===== src/rtl/rxr_pkg.sv =====
package rxr_pkg;

    typedef enum logic [2:0] {
        ST_STOPPED,
        ST_ACQUIRE,
        ST_OPEN,
        ST_FILLING,
        ST_CLOSE
    } rxr_state_e;

    localparam logic [1:0] MODE_STOP      = 2'b00;
    localparam logic [1:0] MODE_PAUSE_EOF = 2'b01;
    localparam logic [1:0] MODE_RUN       = 2'b10;

    localparam logic [1:0] ROUTE_HOST     = 2'b01;

    localparam int STAT_IDLE_BIT = 24;
    localparam int STAT_ERR_BIT  = 31;

endpackage


===== src/rtl/rxr_ring_index.sv =====
module rxr_ring_index #(
    parameter int IDX_W   = 12,
    parameter int MIN_LOG = 5,
    parameter int MAX_LOG = 12
) (
    input  logic             clk,
    input  logic             rst_n,
    input  logic [3:0]       cfg_ring_log2,
    input  logic             sw_we,
    input  logic [IDX_W-1:0] sw_val,
    input  logic             advance,
    output logic [IDX_W-1:0] rd_idx,
    output logic [IDX_W-1:0] wr_idx,
    output logic [IDX_W-1:0] last_idx,
    output logic [IDX_W-1:0] ring_mask,
    output logic             room,
    output logic             err
);

    localparam int STEP_BITS = 3;

    logic [3:0]       eff_log;
    logic [IDX_W-1:0] rd_next;
    logic             step_ok;

    always_comb begin
        if (cfg_ring_log2 < 4'(MIN_LOG))
            eff_log = 4'(MIN_LOG);
        else if (cfg_ring_log2 > 4'(MAX_LOG))
            eff_log = 4'(MAX_LOG);
        else
            eff_log = cfg_ring_log2;
    end

    for (genvar gi = 0; gi < IDX_W; gi++) begin : g_mask
        assign ring_mask[gi] = (gi < int'(eff_log));
    end

    assign rd_next = (rd_idx + 1'b1) & ring_mask;
    assign step_ok = (sw_val[STEP_BITS-1:0] == '0);
    assign room    = (rd_idx != wr_idx);

    always_ff @(posedge clk or negedge rst_n) begin
        if (!rst_n) begin
            rd_idx   <= '0;
            last_idx <= '0;
        end else if (advance) begin
            last_idx <= rd_idx;
            rd_idx   <= rd_next;
        end
    end

    always_ff @(posedge clk or negedge rst_n) begin
        if (!rst_n) begin
            wr_idx <= '0;
            err    <= 1'b0;
        end else if (sw_we) begin
            if (step_ok)
                wr_idx <= sw_val & ring_mask;
            else
                err <= 1'b1;
        end
    end

endmodule


===== src/rtl/rxr_close_timer.sv =====
module rxr_close_timer #(
    parameter int TICK_DIV = 3200,
    parameter int TO_W     = 8
) (
    input  logic            clk,
    input  logic            rst_n,
    input  logic            run,
    input  logic [TO_W-1:0] limit,
    output logic            expire
);

    localparam int PRE_W = (TICK_DIV > 1) ? $clog2(TICK_DIV) : 1;
    localparam logic [PRE_W-1:0] PRE_TOP = PRE_W'(TICK_DIV - 1);

    logic [PRE_W-1:0] pre_cnt;
    logic [TO_W-1:0]  tick_cnt;
    logic             tick;

    assign tick   = (pre_cnt == PRE_TOP);
    assign expire = run && (limit != '0) && tick && (tick_cnt == limit - 1'b1);

    always_ff @(posedge clk or negedge rst_n) begin
        if (!rst_n) begin
            pre_cnt  <= '0;
            tick_cnt <= '0;
        end else if (!run) begin
            pre_cnt  <= '0;
            tick_cnt <= '0;
        end else if (tick) begin
            pre_cnt  <= '0;
            tick_cnt <= tick_cnt + 1'b1;
        end else begin
            pre_cnt  <= pre_cnt + 1'b1;
        end
    end

endmodule


===== src/rtl/rxr_fsm.sv =====
module rxr_fsm
    import rxr_pkg::*;
(
    input  logic       clk,
    input  logic       rst_n,
    input  logic [1:0] run_mode,
    input  logic [1:0] irq_route,
    input  logic       room,
    input  logic       in_valid,
    input  logic       in_last,
    input  logic       expire,
    output rxr_state_e state,
    output logic       in_ready,
    output logic       desc_rd,
    output logic       fill_we,
    output logic       close_now,
    output logic       stat_wr,
    output logic       irq,
    output logic       idle
);

    rxr_state_e state_nx;
    logic       in_frame;
    logic       run_ok;
    logic       beat;
    logic       end_beat;

    assign run_ok = (run_mode == MODE_RUN) ||
                    ((run_mode == MODE_PAUSE_EOF) && in_frame);
    assign beat     = in_valid && in_ready;
    assign end_beat = beat && in_last;

    // state register
    always_ff @(posedge clk or negedge rst_n) begin
        if (!rst_n)
            state <= ST_STOPPED;
        else
            state <= state_nx;
    end

    // frame tracking
    always_ff @(posedge clk or negedge rst_n) begin
        if (!rst_n)
            in_frame <= 1'b0;
        else if (state_nx == ST_STOPPED)
            in_frame <= 1'b0;
        else if (beat)
            in_frame <= !in_last;
    end

    // transitions
    always_comb begin
        state_nx = state;
        unique case (state)
            ST_STOPPED: begin
                if (run_mode == MODE_RUN)
                    state_nx = ST_ACQUIRE;
            end
            ST_ACQUIRE: begin
                if (!run_ok)
                    state_nx = ST_STOPPED;
                else if (room)
                    state_nx = ST_OPEN;
            end
            ST_OPEN: begin
                if (!run_ok)
                    state_nx = ST_STOPPED;
                else if (end_beat)
                    state_nx = ST_CLOSE;
                else if (beat)
                    state_nx = ST_FILLING;
            end
            ST_FILLING: begin
                if (!run_ok)
                    state_nx = ST_STOPPED;
                else if (end_beat || expire)
                    state_nx = ST_CLOSE;
            end
            ST_CLOSE: begin
                state_nx = run_ok ? ST_ACQUIRE : ST_STOPPED;
            end
            default: state_nx = ST_STOPPED;
        endcase
    end

    // outputs
    always_comb begin
        in_ready  = 1'b0;
        desc_rd   = 1'b0;
        close_now = 1'b0;
        stat_wr   = 1'b0;
        idle      = 1'b0;
        unique case (state)
            ST_STOPPED: idle = 1'b1;
            ST_ACQUIRE: desc_rd = run_ok && room;
            ST_OPEN: begin
                in_ready  = run_ok;
                close_now = run_ok && in_valid && in_last;
            end
            ST_FILLING: begin
                in_ready  = run_ok;
                close_now = run_ok && ((in_valid && in_last) || expire);
            end
            ST_CLOSE:   stat_wr = 1'b1;
            default:    idle = 1'b1;
        endcase
        fill_we = in_valid && in_ready;
        irq     = stat_wr && (irq_route == ROUTE_HOST);
    end

endmodule


===== src/rtl/rx_ring_ctrl.sv =====
module rx_ring_ctrl
    import rxr_pkg::*;
#(
    parameter int IDX_W    = 12,
    parameter int MIN_LOG  = 5,
    parameter int MAX_LOG  = 12,
    parameter int TO_W     = 8,
    parameter int TICK_DIV = 3200
) (
    input  logic             clk,
    input  logic             rst_n,
    input  logic [1:0]       cfg_run_mode,
    input  logic [3:0]       cfg_ring_log2,
    input  logic [1:0]       cfg_irq_route,
    input  logic [TO_W-1:0]  cfg_close_ticks,
    input  logic             sw_widx_we,
    input  logic [IDX_W-1:0] sw_widx,
    input  logic             in_valid,
    input  logic             in_last,
    output logic             in_ready,
    output logic             desc_rd,
    output logic [IDX_W-1:0] desc_rd_idx,
    output logic             fill_we,
    output logic [IDX_W-1:0] fill_idx,
    output logic             stat_wr,
    output logic [31:0]      stat_word,
    output logic             irq
);

    rxr_state_e       state;
    logic [IDX_W-1:0] rd_idx;
    logic [IDX_W-1:0] wr_idx;
    logic [IDX_W-1:0] last_idx;
    logic [IDX_W-1:0] ring_mask;
    logic             room;
    logic             err;
    logic             expire;
    logic             close_now;
    logic             idle;

    rxr_ring_index #(
        .IDX_W   (IDX_W),
        .MIN_LOG (MIN_LOG),
        .MAX_LOG (MAX_LOG)
    ) u_index (
        .clk           (clk),
        .rst_n         (rst_n),
        .cfg_ring_log2 (cfg_ring_log2),
        .sw_we         (sw_widx_we),
        .sw_val        (sw_widx),
        .advance       (close_now),
        .rd_idx        (rd_idx),
        .wr_idx        (wr_idx),
        .last_idx      (last_idx),
        .ring_mask     (ring_mask),
        .room          (room),
        .err           (err)
    );

    rxr_close_timer #(
        .TICK_DIV (TICK_DIV),
        .TO_W     (TO_W)
    ) u_timer (
        .clk    (clk),
        .rst_n  (rst_n),
        .run    (state == ST_FILLING),
        .limit  (cfg_close_ticks),
        .expire (expire)
    );

    rxr_fsm u_fsm (
        .clk       (clk),
        .rst_n     (rst_n),
        .run_mode  (cfg_run_mode),
        .irq_route (cfg_irq_route),
        .room      (room),
        .in_valid  (in_valid),
        .in_last   (in_last),
        .expire    (expire),
        .state     (state),
        .in_ready  (in_ready),
        .desc_rd   (desc_rd),
        .fill_we   (fill_we),
        .close_now (close_now),
        .stat_wr   (stat_wr),
        .irq       (irq),
        .idle      (idle)
    );

    assign desc_rd_idx = rd_idx;
    assign fill_idx    = rd_idx;

    always_comb begin
        stat_word                = '0;
        stat_word[IDX_W-1:0]     = last_idx;
        stat_word[STAT_IDLE_BIT] = idle;
        stat_word[STAT_ERR_BIT]  = err;
    end

endmodule


===== config.mk =====
export PLATFORM = sky130hd
export DESIGN_NAME = rx_ring_ctrl
export DESIGN_NICKNAME = d
export VERILOG_FILES = /design/src/rtl/rxr_pkg.sv /design/src/rtl/rxr_ring_index.sv /design/src/rtl/rxr_close_timer.sv /design/src/rtl/rxr_fsm.sv /design/src/rtl/rx_ring_ctrl.sv
export SDC_FILE = /design/constraint.sdc
export NUM_CORES = 1
export LEC_CHECK = 0
export CORE_ASPECT_RATIO = 0.9
export CORE_UTILIZATION = 30
export DETAILED_ROUTE_END_ITERATION = 10
export PLACE_DENSITY = 0.58
export SLEW_MARGIN = 0
export SYNTH_ARGS = -nofsm -noshare
export SYNTH_HDL_FRONTEND = slang
export SYNTH_HIERARCHICAL = 1
export SYNTH_SLANG_ARGS = --single-unit

===== constraint.sdc =====
create_clock -name clk -period 8.5 [get_ports clk]
set_clock_uncertainty 0.15 [all_clocks]
set_input_delay 1.275 -clock clk [delete_from_list [all_inputs] [get_ports clk]]
set_output_delay 1.275 -clock clk [all_outputs]
set_load 0.01 [all_outputs]

# [Word-level counts from Yosys, hierarchy flattened]
# Index checks and enable logic that the tools add are counted.
[word_totals] reg_bits=61 elab_cells=88
[classes] n_bitwise=3 reduce_logical=25 addsub=4 eq_ne=11 n_mux=23 n_lt_le_gt_ge=14
[op_table] op="12-bit by 1-bit adder with 12-bit output, second input constant" count=2
[op_table] op="12-bit AND" count=2
[op_table] op="12-bit two-way mux" count=2
[op_table] op="3-bit two-way mux" count=8
[op_table] op="3-bit by 4-bit < comparator with 1-bit output, first input constant" count=4
[op_table] op="4-bit < comparator, first input constant" count=4
[op_table] op="8-bit two-way mux" count=2
[op_table] op="3-bit case mux with 5 select lines" count=1
[op_table] op="12-bit == test, second input constant" count=1
[op_table] op="1-bit logical AND" count=12
[op_table] op="12-bit != test" count=1
[op_table] op="3-bit zero test" count=3
[op_table] op="8-bit by 1-bit adder with 8-bit output, second input constant" count=1
[op_table] op="8-bit == test" count=1
[op_table] op="1-bit by 4-bit < comparator with 1-bit output, first input constant" count=2
[op_table] op="2-bit by 4-bit < comparator with 1-bit output, first input constant" count=2
[op_table] op="4-bit two-way mux" count=2
[op_table] op="8-bit nonzero test" count=1
[op_table] op="8-bit by 1-bit subtractor with 8-bit output, second input constant" count=1
[op_table] op="1-bit two-way mux" count=7
[op_table] op="3-bit by 2-bit == test with 1-bit output, second input constant" count=2
[op_table] op="2-bit by 1-bit == test with 1-bit output, second input constant" count=2
[op_table] op="4-bit greater-than comparator, second input constant" count=1
[op_table] op="4-bit by 3-bit < comparator with 1-bit output, second input constant" count=1
[op_table] op="other kinds (12)" count=15

# [Logic depth before layout (Yosys ltp)]
# Gate-level depths: netlist of run 1.
[depth] ltp_word=12 mapped_depth=12 mapped_depth_nobuf=12

# [Hierarchy]
# Netlist of run 1, hierarchy kept.
[by_module_without_submodules] mod="rxr_ring_index" instances=1 area_per_inst_um2=1818.0 cells_each=166 seq_area_each_um2=925.9
[by_module_without_submodules] mod="rxr_close_timer" instances=1 area_per_inst_um2=1266.2 cells_each=133 seq_area_each_um2=500.5
[by_module_without_submodules] mod="rxr_fsm" instances=1 area_per_inst_um2=335.3 cells_each=38 seq_area_each_um2=100.1
[by_module_without_submodules] mod="rx_ring_ctrl" instances=1 area_per_inst_um2=252.7 cells_each=34 seq_area_each_um2=0.0

# [Worst setup path before layout of run 1]
# OpenSTA, ideal clock, no wires.
[synth_path] path_type="input to register" from="input cfg_close_ticks[0]" to="register u_index.last_idx[0]" arrival_time_ps=3413 cell_stages=10 required_ps=8225 path_buffers=1 setup_ps=125 path_slack_ps=4813 cell_sequence="or4_1 -> nor2_1 -> xnor2_1 -> nand4_1 -> nor4_2 -> a22o_1 -> nand3_1 -> inv_1 -> buf_2 -> mux2_2"
[synth_between] elab_chain_cells=7 elab_cells_between_ends=9 classes_between="add/sub: 1; eq/ne: 1; mux: 1; reduce/logical: 6"
[synth_lines] element="start, declared" line="rx_ring_ctrl.sv:15" source="input logic [TO_W-1:0] cfg_close_ticks,"
[synth_lines] element="branches (longest 3 deep; another with 8-bit by 1-bit subtractor with 8-bit output)"
[synth_lines] element="1-bit logical AND (*)" line="rxr_close_timer.sv:20" source="assign expire = run && (limit != '0) && tick && (tick_cnt == limit - 1'b1);"
[synth_lines] element="net expire" line="rx_ring_ctrl.sv:37" source="logic expire;"
[synth_lines] element="1-bit logical OR (*)" line="rxr_fsm.sv:102" source="close_now = run_ok && ((in_valid && in_last) || expire);"
[synth_lines] element="1-bit logical AND (*)" line="rxr_fsm.sv:102"
[synth_lines] element="1-bit case mux with 2 select lines (*)" line="rxr_fsm.sv:93" source="unique case (state)"
[synth_lines] element="net close_now" line="rx_ring_ctrl.sv:38" source="logic close_now;"
[synth_lines] element="end signal, assigned" line="rxr_ring_index.sv:48" source="last_idx <= rd_idx;"
[synth_lines] element="end, declared" line="rxr_ring_index.sv:14" source="output logic [IDX_W-1:0] last_idx,"
# Mark *: on every way through the listed nets, which the timed path passes.
# A chain may end at the register's enable or synchronous reset.

# [Final worst setup path of run 1]
[layout_path] from="input cfg_close_ticks[0]" to="register u_index.rd_idx[11]"
[layout_between] elab_chain_cells=7 elab_cells_between_ends=9 classes_between="add/sub: 1; eq/ne: 1; mux: 1; reduce/logical: 6"
[layout_lines] element="branches (longest 3 deep; another with 8-bit by 1-bit subtractor with 8-bit output)"
[layout_lines] element="1-bit logical AND (*)" line="rxr_close_timer.sv:20"
[layout_lines] element="net expire" line="rx_ring_ctrl.sv:37"
[layout_lines] element="1-bit logical OR (*)" line="rxr_fsm.sv:102"
[layout_lines] element="1-bit logical AND (*)" line="rxr_fsm.sv:102"
[layout_lines] element="1-bit case mux with 2 select lines (*)" line="rxr_fsm.sv:93"
[layout_lines] element="net close_now" line="rx_ring_ctrl.sv:38"
[layout_lines] element="end signal, assigned" line="rxr_ring_index.sv:49" source="rd_idx <= rd_next;"
[layout_lines] element="end, declared" line="rxr_ring_index.sv:12" source="output logic [IDX_W-1:0] rd_idx,"
# Marked as above.

==> results.toml, run 1 <==
[cells_and_area]
antennaDiodeCount = 0
final_common_cell = "clkdlybuf4s50_1"
fin_nets = 460
multi_input_area_um2 = 1790
final_cell_mix = "74 x clkdlybuf4s50_1, 61 x dfrtp_1, 31 x nand2_1"
syn_to_final_growth_pct = 26.8
nFillCells = 1148
regArea_um2 = 1530
layout-drive-gt1-share_pct = 11.0

[pwr]
power_w = 0.000695
ir_worst_vdd_mv = 0.0861
cellPowerDensity_nw_per_um2 = 151
leakage_nw = 2.05

[timing]
worst_pin_slew_ns = 0.876
max_freq_mhz = 207
period_share_pct = 56.9
slew_violations = 0
holdWs_ns = 0.324
min_period_ns = 4.83
slew_headroom_pct = 41.6
setup_ws_ns = 3.67
timing.final.hold_violations = 0
final-setup-viol-count = 0
timing.setup.tns_ns = 0
rsz0062_at_grt = "no"

[route]
drc = 0
detail_route.vias_per_cell = 4.61
wl_mm = 7.79
vias = 2690
first_pass_iters = 6
wl_per_cell_um = 13.4
dr.first_iter.drc_count = 146
final_antenna_net_count = 0

[setup_path]
crit_path_max_fanout = 23
crit_cells = 12
cp_common_cell = "inv_1"
crit_family = "buffers and inverters"
cp-start-kind = "primary input"
critPathLaunch = "cfg_close_ticks[0]"
r2r_end = "u_index/rd_idx[11]"
cp.arrival_ns = 4.89
required_ns = 8.55
endpoint = "u_index/rd_idx[11]"
crit_chain = "clkdlybuf4s50_1, inv_1, ha_1, xnor2_1, nor4_1, nand4_1, nor4_2, a22o_1, nand3_1, inv_1, inv_1, a221o_1"
max_stage_delay_ns = 0.68
path_class = "primary input to register"
worstReg2RegStart = "u_timer/pre_cnt[0]"
cp_slowest_cell = "inv_1"
crit_path_end_kind = "register"
reg2reg_slack_ns = 4.74
critical_path_buf_inv_count = 4
reg2reg_depth = 11

[die]
initial_core_util_pct = 31.3
top_level_ports = 94
rows = 37
die_area_um2 = 12500
dieHeight_um = 106
core_area_um2 = 11600
die_w_um = 118

[global_routing]
track_usage_pct = 13.3
overflow = 0
grt_max_degree = 62
grt_pass1_wl_mm = 13.3
grt_pass1_vias = 2682
antenna_found_initial = 0

[placed_design]
portBuffers = 75
gp_congestion = 0.806
dp_hpwl_mm = 5.52
post-place-ws_ns = 3.32

[cts]
cts_tree = "done"
clockBufferDepth = 2
clkTransAtPathRegs_ns = 0.05
root_buffer = "clkbuf_16"
clkSinkCount = 61
ctsHtreeMaxLevel = 3
cts_buffers = 9
worstSkewPairLatency_ns = 0.32
post_cts_buffers = 0
holdBufCountCts = 0
cts_resized = 0

[min_path]
hold_path.class = "register to register"

[run_status]
status = "completed"

[synthesis]
syn-instance-count = 362
netlist_area_um2 = 3620
avgSynthCellArea_um2 = 10.0
yosys_warnings = 6

[run]
max-cap-violations = 0
==> layer usage <==
layer	wire [um]	vias up	GRT usage [%]	share of wire (%)
met4	71	0	4.12	0.91
met3	482	7	4.02	6.2
li1	-	1318	-	-
met2	3480	92	20.1	45
met1	3750	1273	18.3	48
met5	0	-	0	0
==> sequential cells by signal, summed over array words and instances (netlist names) <==
register / count
u_index/err: 1
u_index/rd_idx: 12
u_index/wr_idx: 12
u_fsm/state: 3
u_timer/tick_cnt: 8
u_index/last_idx: 12
u_fsm/in_frame: 1
u_timer/pre_cnt: 12
==> stage by stage <==
stage               cell area (um^2)  std cells  utilization (%)
finish                          4590        583             39.7
global route                    4590        583             39.7
CTS                             4590        583             39.7
detailed placement              4330        567             37.4
global placement                4330        567             37.4
floorplan                       3680        379                -
==> power breakdown <==
group | total (W) | internal [W] | switching (W)
registers | 0.000308 | 0.000300 | 0.00000838
clock network | 0.000319 | 0.000195 | 0.000124
logic | 0.0000681 | 0.0000349 | 0.0000332
total | 0.000695 | 0.000530 | 0.000165
==> layout make-up <==
cell class,count,share of cell area [%]
inverter,18,1.47
multi-input combinational,256,38.9
clock inverter,5,0.600
clock buffer,11,5.07
sequential,61,33.3
timing repair buffer,76,16.4
tap,156,4.25
==> worst register-to-register path: cells and delay by family (launching register included) <==
kind	cells	cell delay [ns]
AOI/OAI and AO/OA	2	0.61
and+or+nand+nor	6	1.30
adders and majority gates	1	0.20
DFF	1	0.38
buffers and inverters	2	1.01
==> worst min-delay path by stage <==
stage | startpoint | endpoint | slack, ns | cells after the start
after floorplan | u_index/err | u_index/err | 0.29 | 1
after global placement | u_index/err | u_index/err | 0.31 | 1
after detailed placement | u_index/err | u_index/err | 0.32 | 1
after CTS | u_timer/pre_cnt[0] | u_timer/pre_cnt[0] | 0.33 | 1
after global routing | u_timer/pre_cnt[0] | u_timer/pre_cnt[0] | 0.37 | 1
final | u_index/err | u_index/err | 0.32 | 1
Power figures use the tool's default switching activity.
==> inputs of run 2 (changes only) <==
Clock period 8.5 ns to 5.1 ns, I/O delays scaled along.
==> run 2 against run 1 <==
Compared with the run above: first-iteration DRC count is 39% lower; power is 78% higher; critical endpoint is now u_index/last_idx[2]; non-clock buffer count is 1 higher; critical path depth is 1 lower; flip-flop and latch count stayed put; die area stayed put; final cell count is 0.17% lower; utilization is 0.41 points higher; sequential power is 67% higher; critical path type unchanged; via count is 0.56% lower; register-to-register slack worse by 3.0 ns; clock-buffer cell count is 2 higher.
==> results.toml, run 2 (same netlist as run 1, synthesis figures left out) <==
[setup_path]
path_class = "primary input to register"
crit_path_end_kind = "register"
required_ns = 5.14
cp-start-kind = "primary input"
crit_path_max_fanout = 17
cp.arrival_ns = 3.89

[route]
wl_mm = 7.80
drc = 0
first_pass_iters = 4
final_antenna_net_count = 0
vias = 2675
wl_per_cell_um = 13.4
dr.first_iter.drc_count = 89
detail_route.vias_per_cell = 4.60

[cells_and_area]
syn_to_final_growth_pct = 28.1
layout-drive-gt1-share_pct = 11.0
nFillCells = 1154
fin_nets = 461
final_cell_mix = "74 x clkdlybuf4s50_1, 61 x dfrtp_1, 31 x nand2_1"
final_common_cell = "clkdlybuf4s50_1"
antennaDiodeCount = 0

[cts]
cts_buffers = 9
cts_resized = 0
clkSinkCount = 61
clockBufferDepth = 2
ctsHtreeMaxLevel = 3
cts_tree = "done"
worstSkewPairLatency_ns = 0.32
root_buffer = "clkbuf_16"
clkTransAtPathRegs_ns = 0.05
post_cts_buffers = 0
holdBufCountCts = 0

[timing]
period_share_pct = 75.3
worst_pin_slew_ns = 0.796
max_freq_mhz = 260
min_period_ns = 3.84
slew_violations = 0
setup_ws_ns = 1.26
timing.final.hold_violations = 0
slew_headroom_pct = 46.9
timing.setup.tns_ns = 0
final-setup-viol-count = 0
rsz0062_at_grt = "no"

[global_routing]
track_usage_pct = 13.4
grt_max_degree = 62
grt_pass1_vias = 2707
grt_pass1_wl_mm = 13.4
antenna_found_initial = 0
overflow = 0

[die]
die_area_um2 = 12500
top_level_ports = 94
initial_core_util_pct = 31.3
core_area_um2 = 11600
rows = 37
die_w_um = 118
dieHeight_um = 106

[placed_design]
dp_hpwl_mm = 5.60
gp_congestion = 0.803
post-place-ws_ns = 0.931
portBuffers = 75

[min_path]
hold_path.class = "register to register"

[run]
max-cap-violations = 0

[run_status]
status = "completed"

[pwr]
ir_worst_vdd_mv = 0.142
cellPowerDensity_nw_per_um2 = 267
leakage_nw = 2.08
## run 2: changes by cell type in the layout (fill, tap and decap cells not counted)
cell,delta
buf_4,+1
bufinv_16,+1
clkbuf_1,-1
clkbuf_8,+3
clkinv_2,-4
clkinvlp_4,-1
## run 2: critical path: stages
cell	delay (ns)
clkdlybuf4s50_1	0.50
or4_1	0.56
nor2_1	0.13
xnor2_1	0.14
nand4_1	0.13
nor4_2	0.34
a22o_1	0.21
nand3_1	0.14
inv_1	0.29
buf_4	0.30
mux2_2	0.37
## run 2: path summary, 6_finish.rpt
check | from | end | slack, ns | cells after the start
worst min-delay path | u_index/err | u_index/err | 0.32 | 1
worst max-delay path | cfg_close_ticks[0] | u_index/last_idx[2] | 1.26 | 11
worst min register to register | u_index/err | u_index/err | 0.32 | 1
max in group asynchronous | rst_n | u_timer/pre_cnt[7] | 3.81 | 2
min in group asynchronous | rst_n | u_index/last_idx[8] | 0.45 | 2
worst max register to register | u_timer/pre_cnt[0] | u_index/last_idx[2] | 1.79 | 11
## run 2: layer usage
layer  vias up  routed length, um  track usage (%)
li1       1321                  -                -
met1      1254               3750             17.5
met2        96               3480             21.1
met3         4                525             4.67
met4         0                 38             3.11
met5         -                  0                0
## run 2: where the power goes
part           internal (W)  switching (W)
Sequential         0.000500      0.0000136
Combinational     0.0000582      0.0000555
Clock              0.000412       0.000200
## run 2: through the flow
| step | cell area, um^2 | utilization (%) | hold WS [ns] | power (W) | cells |
|---|---|---|---|---|---|
| 2_1_floorplan | 3680 | - | 0.294 | 0.000586 | 379 |
| 3_3_place_gp | 4340 | 37.5 | 0.314 | 0.000635 | 568 |
| 3_5_place_dp | 4340 | 37.5 | 0.322 | 0.000636 | 568 |
| 4_1_cts | 4640 | 40.1 | 0.331 | 0.00126 | 582 |
| 5_1_grt | 4640 | 40.1 | 0.339 | 0.00129 | 582 |
| 6_report | 4640 | 40.1 | 0.324 | 0.00124 | 582 |
## run 2: final cells by class
type	instances	area, um^2	share of cell area, %
Timing Repair Buffer	77	761	16.4
Sequential cell	61	1530	32.9
Clock buffer	13	270	5.83
Inverter	18	67.6	1.46
Tap cell	156	195	4.21
Multi-Input combinational cell	256	1790	38.5
Clock inverter	1	30.0	0.648
